**config.mk**
```make
export PLATFORM = sky130hd
export DESIGN_NAME = gpio_port
export DESIGN_NICKNAME = d
export VERILOG_FILES = /design/src/rtl/gpio_pkg.sv /design/src/rtl/gpio_sync.sv /design/src/rtl/gpio_pin_cell.sv /design/src/rtl/gpio_irq.sv /design/src/rtl/gpio_port.sv
export SDC_FILE = /design/constraint.sdc
export NUM_CORES = 1
export LEC_CHECK = 0
export ABC_AREA = 1
export ABC_CLOCK_PERIOD_IN_PS = 1600
export CORE_ASPECT_RATIO = 0.5
export CORE_MARGIN = 2
export CORE_UTILIZATION = 32
export CTS_BUF_LIST = sky130_fd_sc_hd__clkbuf_8
export DETAILED_ROUTE_END_ITERATION = 8
export PLACE_DENSITY = 0.61
export RECOVER_POWER = 50
export REMOVE_ABC_BUFFERS = 1
export SYNTH_ARGS = -nofsm -noshare
export SYNTH_HDL_FRONTEND = slang
export SYNTH_SLANG_ARGS = --single-unit
```
**constraint.sdc**
```tcl
create_clock -name clk -period 1.6 [get_ports clk]
set_input_delay 0.48 -clock clk [delete_from_list [all_inputs] [get_ports clk]]
set_output_delay 0.48 -clock clk [all_outputs]
set_load 0.005 [all_outputs]
```
**src/rtl/gpio_pkg.sv**
```systemverilog
package gpio_pkg;
  localparam int ADDR_W   = 2;
  localparam int REG_W    = 8;
  localparam int CLR_BIT  = 7;

  localparam logic [ADDR_W-1:0] A_DATA = 2'd0;
  localparam logic [ADDR_W-1:0] A_DIR  = 2'd1;
  localparam logic [ADDR_W-1:0] A_OPT  = 2'd2;
  localparam logic [ADDR_W-1:0] A_IRQ  = 2'd3;

  typedef enum logic [1:0] {
    SENS_FALL = 2'b00,
    SENS_RISE = 2'b01,
    SENS_LOW  = 2'b10,
    SENS_BOTH = 2'b11
  } sens_e;

  typedef enum logic [1:0] {
    PM_FLOAT  = 2'b00,
    PM_PULLUP = 2'b01,
    PM_OPEN   = 2'b10,
    PM_PUSH   = 2'b11
  } pin_mode_e;
endpackage

```
**src/rtl/gpio_sync.sv**
```systemverilog
module gpio_sync #(
  parameter int WIDTH  = 8,
  parameter int STAGES = 2
) (
  input  logic             clk,
  input  logic             rst_n,
  input  logic [WIDTH-1:0] d_i,
  output logic [WIDTH-1:0] q_o
);
  logic [WIDTH-1:0] chain [STAGES];

  generate
    for (genvar s = 0; s < STAGES; s++) begin : g_stage
      if (s == 0) begin : g_first
        always_ff @(posedge clk or negedge rst_n) begin
          if (!rst_n) chain[s] <= '0;
          else        chain[s] <= d_i;
        end
      end else begin : g_next
        always_ff @(posedge clk or negedge rst_n) begin
          if (!rst_n) chain[s] <= '0;
          else        chain[s] <= chain[s-1];
        end
      end
    end
  endgenerate

  assign q_o = chain[STAGES-1];
endmodule

```
**src/rtl/gpio_pin_cell.sv**
```systemverilog
module gpio_pin_cell
  import gpio_pkg::*;
(
  input  logic clk,
  input  logic rst_n,
  input  logic dir_i,
  input  logic opt_i,
  input  logic dat_i,
  input  logic alt_en_i,
  input  logic alt_out_i,
  input  logic pin_s_i,
  output logic oe_o,
  output logic out_o,
  output logic pu_o,
  output logic irq_en_o,
  output logic rd_o
);
  pin_mode_e mode;

  always_comb begin
    mode     = pin_mode_e'({dir_i, opt_i});
    oe_o     = 1'b0;
    out_o    = 1'b0;
    pu_o     = 1'b0;
    irq_en_o = 1'b0;
    rd_o     = pin_s_i;
    if (alt_en_i) begin
      oe_o  = 1'b1;
      out_o = alt_out_i;
      rd_o  = alt_out_i;
    end else begin
      unique case (mode)
        PM_FLOAT:  ;
        PM_PULLUP: begin
          pu_o     = 1'b1;
          irq_en_o = 1'b1;
        end
        PM_OPEN: begin
          oe_o = ~dat_i;
          rd_o = dat_i;
        end
        PM_PUSH: begin
          oe_o  = 1'b1;
          out_o = dat_i;
          rd_o  = dat_i;
        end
        default: ;
      endcase
    end
  end

  // floating input neither drives nor pulls nor interrupts
  p_float_quiet_r2: assert property (@(posedge clk) disable iff (!rst_n)
    (!dir_i && !opt_i && !alt_en_i) |-> (!oe_o && !pu_o && !irq_en_o));

  // open-drain output never drives a high level
  p_od_no_high_r4: assert property (@(posedge clk) disable iff (!rst_n)
    (dir_i && !opt_i && !alt_en_i) |-> !(oe_o && out_o));

  // alternate pin drives and is dropped from the interrupt
  p_alt_owns_r6: assert property (@(posedge clk) disable iff (!rst_n)
    alt_en_i |-> (oe_o && !pu_o && !irq_en_o));
endmodule

```
**src/rtl/gpio_irq.sv**
```systemverilog
module gpio_irq
  import gpio_pkg::*;
(
  input  logic  clk,
  input  logic  rst_n,
  input  logic  src_i,
  input  sens_e sens_i,
  input  logic  clr_i,
  output logic  irq_o
);
  logic src_q;
  logic pend_q;
  logic went_act;
  logic went_idle;
  logic set_evt;

  assign went_act  = src_i & ~src_q;
  assign went_idle = ~src_i & src_q;

  always_comb begin
    unique case (sens_i)
      SENS_FALL: set_evt = went_act;
      SENS_RISE: set_evt = went_idle;
      SENS_BOTH: set_evt = went_act | went_idle;
      default:   set_evt = 1'b0;
    endcase
  end

  always_ff @(posedge clk or negedge rst_n) begin
    if (!rst_n) begin
      src_q  <= 1'b0;
      pend_q <= 1'b0;
    end else begin
      src_q <= src_i;
      if (set_evt)    pend_q <= 1'b1;
      else if (clr_i) pend_q <= 1'b0;
    end
  end

  assign irq_o = (sens_i == SENS_LOW) ? src_i : pend_q;

  // clear without a simultaneous event empties the latch
  p_clear_works_r13: assert property (@(posedge clk) disable iff (!rst_n)
    (clr_i && !set_evt) |=> !pend_q);

  // latched request persists until cleared
  p_pend_hold_r13: assert property (@(posedge clk) disable iff (!rst_n)
    (pend_q && !clr_i) |=> pend_q);

  // falling sensitivity latches when the source becomes active
  p_fall_latch_r9: assert property (@(posedge clk) disable iff (!rst_n)
    (sens_i == SENS_FALL && src_i && !$past(src_i)) |=> pend_q);

  // low-level mode never reports while the source is idle
  p_level_drop_r11: assert property (@(posedge clk) disable iff (!rst_n)
    (sens_i == SENS_LOW && !src_i) |-> !irq_o);
endmodule

```
**src/rtl/gpio_port.sv**
```systemverilog
module gpio_port
  import gpio_pkg::*;
#(
  parameter int NPINS       = 8,
  parameter int SYNC_STAGES = 2
) (
  input  logic             clk,
  input  logic             rst_n,
  input  logic             wr_en,
  input  logic [1:0]       addr,
  input  logic [7:0]       wdata,
  output logic [7:0]       rdata,
  input  logic [NPINS-1:0] pin_i,
  input  logic [NPINS-1:0] alt_en_i,
  input  logic [NPINS-1:0] alt_out_i,
  output logic [NPINS-1:0] pad_oe_o,
  output logic [NPINS-1:0] pad_out_o,
  output logic [NPINS-1:0] pad_pu_o,
  output logic             irq_o
);
  localparam int SENS_W = 2;

  logic [NPINS-1:0] dat_q, dir_q, opt_q;
  sens_e            sens_q;
  logic [NPINS-1:0] pin_s;
  logic [NPINS-1:0] irq_en;
  logic [NPINS-1:0] rd_val;
  logic             src_low;
  logic             clr_pulse;
  logic             wr_irq;

  assign wr_irq    = wr_en && (addr == A_IRQ);
  assign clr_pulse = wr_irq && wdata[CLR_BIT];

  always_ff @(posedge clk or negedge rst_n) begin
    if (!rst_n) begin
      dat_q  <= '0;
      dir_q  <= '0;
      opt_q  <= '0;
      sens_q <= SENS_FALL;
    end else if (wr_en) begin
      unique case (addr)
        A_DATA: dat_q  <= wdata[NPINS-1:0];
        A_DIR:  dir_q  <= wdata[NPINS-1:0];
        A_OPT:  opt_q  <= wdata[NPINS-1:0];
        A_IRQ:  sens_q <= sens_e'(wdata[SENS_W-1:0]);
        default: ;
      endcase
    end
  end

  gpio_sync #(.WIDTH(NPINS), .STAGES(SYNC_STAGES)) u_sync (
    .clk   (clk),
    .rst_n (rst_n),
    .d_i   (pin_i),
    .q_o   (pin_s)
  );

  generate
    for (genvar i = 0; i < NPINS; i++) begin : g_pin
      gpio_pin_cell u_cell (
        .clk       (clk),
        .rst_n     (rst_n),
        .dir_i     (dir_q[i]),
        .opt_i     (opt_q[i]),
        .dat_i     (dat_q[i]),
        .alt_en_i  (alt_en_i[i]),
        .alt_out_i (alt_out_i[i]),
        .pin_s_i   (pin_s[i]),
        .oe_o      (pad_oe_o[i]),
        .out_o     (pad_out_o[i]),
        .pu_o      (pad_pu_o[i]),
        .irq_en_o  (irq_en[i]),
        .rd_o      (rd_val[i])
      );
    end
  endgenerate

  assign src_low = |(irq_en & ~pin_s);

  gpio_irq u_irq (
    .clk    (clk),
    .rst_n  (rst_n),
    .src_i  (src_low),
    .sens_i (sens_q),
    .clr_i  (clr_pulse),
    .irq_o  (irq_o)
  );

  always_comb begin
    rdata = '0;
    unique case (addr)
      A_DATA: rdata[NPINS-1:0]  = rd_val;
      A_DIR:  rdata[NPINS-1:0]  = dir_q;
      A_OPT:  rdata[NPINS-1:0]  = opt_q;
      A_IRQ:  rdata[SENS_W-1:0] = sens_q;
      default: ;
    endcase
  end

  // with no interrupt-enabled pin the shared source stays idle
  p_no_src_without_en_r8: assert property (@(posedge clk) disable iff (!rst_n)
    (irq_en == '0) |-> !src_low);
endmodule

```
# ---- After elaboration in Yosys (flattened, before gate mapping)
# Cells that the tools add are included.
# W data, S select, Z words.
dict set report word_totals {
  register_bits 44
  out_inout_bits 33
  elab_cells 141
}
dict set report op_classes {
  n_eq_ne 30
  muxes 70
  bitwise_logic 15
  reduce_logical 18
}
# operator n
set op_table {}
lappend op_table {{$mux W1} 59}
lappend op_table {{$eq A2 B2 Y1 const B} 20}
lappend op_table {{$eq A2 B1 Y1 const B} 10}
lappend op_table {{$pmux W6 S3} 1}
lappend op_table {{$pmux W1 S2} 8}
lappend op_table {{$reduce_or A2 Y1} 8}
lappend op_table {{$not A1 Y1} 10}
lappend op_table {{$and A8 B8 Y8} 1}
lappend op_table {{$not A8 Y8} 1}
lappend op_table {{$pmux W2 S4} 1}
lappend op_table {{$reduce_and A2 Y1} 4}
lappend op_table {{$reduce_or A8 Y1} 1}
lappend op_table {{$logic_not A2 Y1} 2}
lappend op_table {{$pmux W1 S3} 1}
lappend op_table {{$and A1 B1 Y1} 2}
lappend op_table {{$logic_and A1 B1 Y1} 2}
lappend op_table {{$reduce_bool A2 Y1} 1}
lappend op_table {{$or A1 B1 Y1} 1}

# ---- Depth between registers and ports, before layout
dict set report depth {
  word_depth 10
  ltp_mapped 11
  ltp_nobuf 11
}

# ---- Hierarchy
# Synthesis repeated with hierarchy kept, for this count alone.
dict set report hier_totals {
  hier_cells 343
  hier_area_um2 2473.6
}
# module n_inst cells_each area_each_um2 seq_area_each_um2
set by_module_without_submodules {}
lappend by_module_without_submodules {gpio_port 1 179 1370.1 650.6}
lappend by_module_without_submodules {gpio_pin_cell 8 15 62.6 0.0}
lappend by_module_without_submodules {gpio_sync 1 24 460.4 400.4}
lappend by_module_without_submodules {gpio_irq 1 20 142.6 50.0}

# ---- Worst setup path after synthesis
# Ideal clock, no wire load.
dict set report synth_path {
  path_kind {input to register}
  start {in alt_en_i[3]}
  end {reg u_irq.pend_q}
  arrival_ns 1.499
  t_required_ns 1.517
  setup_slack_ns 0.018
  stages 10
  n_path_buf 0
  cell_sequence {inv_1 > nand3_1 > nand2_1 > nor2_1 > nand2_1 > inv_1 > ha_1 > o21ai_0 > a21oi_1 > o21ai_0}
}
dict set report synth_via {
  elab_chain_cells 8
}
# item line
set synth_lines {}
lappend synth_lines {{start: declaration} gpio_port.sv:14} ;# input logic [NPINS-1:0] alt_en_i,
lappend synth_lines {{$mux W1 *} gpio_pin_cell.sv:27} ;# if (alt_en_i) begin
lappend synth_lines {{$and A8 B8 Y8 *} gpio_port.sv:79} ;# assign src_low = |(irq_en & ~pin_s);
lappend synth_lines {{$reduce_or A8 Y1 *} gpio_port.sv:79}
lappend synth_lines {{named net src_low} gpio_port.sv:28} ;# logic src_low;
lappend synth_lines {{$not A1 Y1} gpio_irq.sv:18} ;# assign went_idle = ~src_i & src_q;
lappend synth_lines {{$and A1 B1 Y1} gpio_irq.sv:18}
lappend synth_lines {{$or A1 B1 Y1} gpio_irq.sv:24} ;# SENS_BOTH: set_evt = went_act | went_idle;
lappend synth_lines {{$pmux W1 S3 *} gpio_irq.sv:21} ;# unique case (sens_i)
lappend synth_lines {{$mux W1 / $reduce_bool A2 Y1 (equally long branches)} --}
lappend synth_lines {{end signal: assignment} gpio_irq.sv:32} ;# pend_q <= 1'b0;
lappend synth_lines {{end signal: assignment} gpio_irq.sv:35} ;# if (set_evt) pend_q <= 1'b1;
lappend synth_lines {{end signal: assignment} gpio_irq.sv:36} ;# else if (clr_i) pend_q <= 1'b0;
lappend synth_lines {{end: declaration} gpio_irq.sv:12} ;# logic pend_q;
# Mark *: on every way through the listed nets, which the timed path passes. The rest lies on a longest branch.
# A chain may end at the register's enable or synchronous reset.

# ---- Worst setup path in the final report
dict set report layout_path {
  start {reg dir_q[7]}
  end {out rdata[7]}
}
dict set report layout_via {
  elab_chain_cells 5
}
# item line
set layout_lines {}
lappend layout_lines {{start: declaration} gpio_port.sv:23} ;# logic [NPINS-1:0] dat_q, dir_q, opt_q;
lappend layout_lines {{start signal: assignment} gpio_port.sv:44} ;# A_DIR: dir_q <= wdata[NPINS-1:0];
lappend layout_lines {{$eq A2 B2 Y1} gpio_pin_cell.sv:32} ;# unique case (mode)
lappend layout_lines {{$reduce_or A2 Y1 (no source line)} --}
lappend layout_lines {{$mux W1} gpio_pin_cell.sv:32}
lappend layout_lines {{$mux W1} gpio_pin_cell.sv:27}
lappend layout_lines {{$pmux W6 S3 *} gpio_port.sv:92} ;# unique case (addr)
lappend layout_lines {{end: declaration} gpio_port.sv:12} ;# output logic [7:0] rdata,
# Every way passes the cells marked *; elsewhere a longest branch is shown, timed or not.

==> flow_summary.json <==
{
  "dp_hpwl_um": 4963,
  "cts_tree": "done",
  "drt-total-wl_um": 7256,
  "stdcell_count": 541,
  "drv_cap": 0,
  "synthFlopType": "dfrtp_1",
  "viasPerCell": 4.575,
  "skew_ps": 2.612,
  "drc": 0,
  "synth_area_um2": 2470,
  "post-place-ws_ps": -1017,
  "maxClockFrequency_ghz": 0.5148,
  "syn-instance-count": 317,
  "cp-end-kind": "output port",
  "failed_checks": "setup timing",
  "ys_types": 24,
  "hold_slack_ps": 252.8,
  "finish.utilization_pct": 53.40,
  "syn_area_per_cell_um2": 7.791,
  "setup_tns_ps": -3766,
  "rows": 22,
  "synthArstFlopShare_pct": 100.0,
  "ant_nets": 0,
  "yosysMostFrequentCell": "nand2_1",
  "vias": 2475,
  "period_needed_ps": 1942,
  "synth_area_leaders": "dfrtp_1 (45%), nand2_1 (13%), buf_4 (7.3%), o21ai_0 (6.9%), inv_1 (6.8%)",
  "clockBufferDepth": 2,
  "min_path_type": "in -> async",
  "grt_pass1_wl_um": 11160,
  "yosysSeqAreaShare_pct": 44.58,
  "cts_buffers": 5,
  "cp.arrival_ps": 1460,
  "tightest_slew_ps": 845.4,
  "leakagePower_nw": 2.032,
  "worst_slack_ps": -342.4,
  "drt-wirelength-per-cell_um": 13.41,
  "worst_setup_path_start_kind": "flop",
  "cts_sinks": 44,
  "ys_ff_latch": 44,
  "hold_violations": 0,
  "fin_nets": 484,
  "clk_pin_slew_worst_paths_ps": 80,
  "antenna_found_initial": 0,
  "core-area_um2": 7405,
  "die_y_um": 66.12,
  "drive_above_1_share_pct": 50.56,
  "hold_buffers": 0,
  "grt_max_degree": 30,
  "io_buffers": 69,
  "yosys_warnings": 0,
  "post-route-period-util_pct": 121.4,
  "die_area_um2": 8480,
  "gp_congestion": 0.8596,
  "setup_violations": 30,
  "grt_pass1_vias": 2506,
  "critPathKind": "reg -> out",
  "start_util_pct": 33.36,
  "ir_drop_mv": 0.3526,
  "dpl_cell_area_um2": 3510,
  "rsz0062_at_grt": "yes",
  "synth_commonest_cells": "nand2_1 (86), inv_1 (45), dfrtp_1 (44), o21ai_0 (34), buf_4 (24)",
  "synth_edf_count": 0,
  "grt_usage_pct": 16.87,
  "yosys.area.top_type": "dfrtp_1",
  "p_per_area_nw_per_um2": 905.5,
  "slew_viol_final": 0,
  "drt_iter0_markers": 125,
  "overflow": 0,
  "die_w_um": 128.2,
  "firstDrtPassIters": 4,
  "outcome": "complete, but fails checks",
  "worstPathRequired_ps": 1120,
  "clk_latency_ps": 300,
  "relSlewSlack_pct": 43.64,
  "antenna_cells": 0,
  "io_pins": 70,
  "cts_root_buffer": "clkbuf_8",
  "syn_to_final_growth_pct": 60.08,
  "synth_top_area_share_pct": 44.58,
  "path_max_fanout": 5,
  "placed_cells": 513,
  "cts-htree-levels": 2,
  "fin_total_pwr_mw": 3.580,
  "design_area_um2": 3954
}
==> registers in the layout, summed over array words and instances (netlist names) <==
register and count:
dat_q 8, dir_q 8, opt_q 8, sens_q 2, u_irq.pend_q 1, u_irq.src_q 1, u_sync.chain 8, u_sync.q_o 8
==> timing repair <==
item,in CTS,in global routing
endpoints found under the setup margin,50,34
pin swaps,38,36
buffers inserted,74,17
resized for setup,261,64
==> power breakdown <==
part           internal [mW]  switching, mW
registers               1.25          0.107
clock network          0.385          0.387
logic                  0.769          0.683
==> per-layer routing <==
layer	GRT usage, %	wire length (um)	vias to the layer above
met5	0	0	-
met1	20.39	3199	1174
met3	3.398	330	14
met4	6.044	128	0
li1	-	-	1239
met2	30.25	3598	48
==> final cells by class <==
cell class,count,area (um2)
timing repair buffer,148,1169
clock buffer,7,96.34
tap,96,120.1
sequential,44,1105
fill,664,3451
multi-input combinational,197,1265
inverter,49,198.9
==> path summary, 6_finish.rpt <==
check                           startpoint             to  slack [ps]  cells after the start
max                               dir_q[7]       rdata[7]        -340                      6
min                                  rst_n  u_sync.q_o[1]         250                      1
max reg2reg                       dir_q[5]   u_irq.pend_q        -180                     13
min reg2reg                u_sync.chain[9]  u_sync.q_o[1]         350                      0
max in group asynchronous            rst_n       dir_q[7]         320                      2
min in group clk           u_sync.chain[9]  u_sync.q_o[1]         350                      0
==> layout by cell type (no fill, tap or decap), types with 2 or more instances in the layout <==
cell | netlist | layout
nand2_1 | 86 | 69
buf_4 | 24 | 52
dfrtp_1 | 44 | 41
buf_2 | 0 | 39
buf_6 | 3 | 27
inv_1 | 45 | 26
o21ai_2 | 10 | 20
clkdlybuf4s50_1 | 0 | 19
inv_2 | 3 | 18
o21ai_1 | 6 | 17
nand2_2 | 3 | 14
nand3_1 | 14 | 12
o21ai_0 | 34 | 12
nor2_1 | 14 | 9
nand2_4 | 3 | 9
clkbuf_8 | 0 | 7
dlygate4sd2_1 | 0 | 6
o22ai_2 | 0 | 5
inv_4 | 0 | 4
or2_4 | 0 | 4
nor3_4 | 0 | 4
nor2_2 | 0 | 3
nor2_4 | 1 | 3
o211ai_1 | 3 | 3
a21oi_2 | 0 | 3
dfrtp_2 | 0 | 3
nand3_2 | 0 | 2
ha_4 | 0 | 2
clkdlybuf4s15_1 | 0 | 2
==> kinds of logic (layout without fill, tap and decap cells) <==
kind of cell | Yosys count | in the layout | share of synthesized area [%]
simple gates | 131 | 131 | 23.00
buf+inv | 76 | 204 | 16.16
flops | 44 | 44 | 44.58
fa+ha+maj | 2 | 2 | 1.013
compound gates | 64 | 64 | 15.25
==> worst max-delay path, cell delays in order (launching register included) <==
cell      delay [ps]
dfrtp_2          450
o21ai_2          120
nand2_1           90
o21ai_1          130
nand2_1           90
o211ai_1         120
buf_2            160
(Power assumes the default switching activity.)
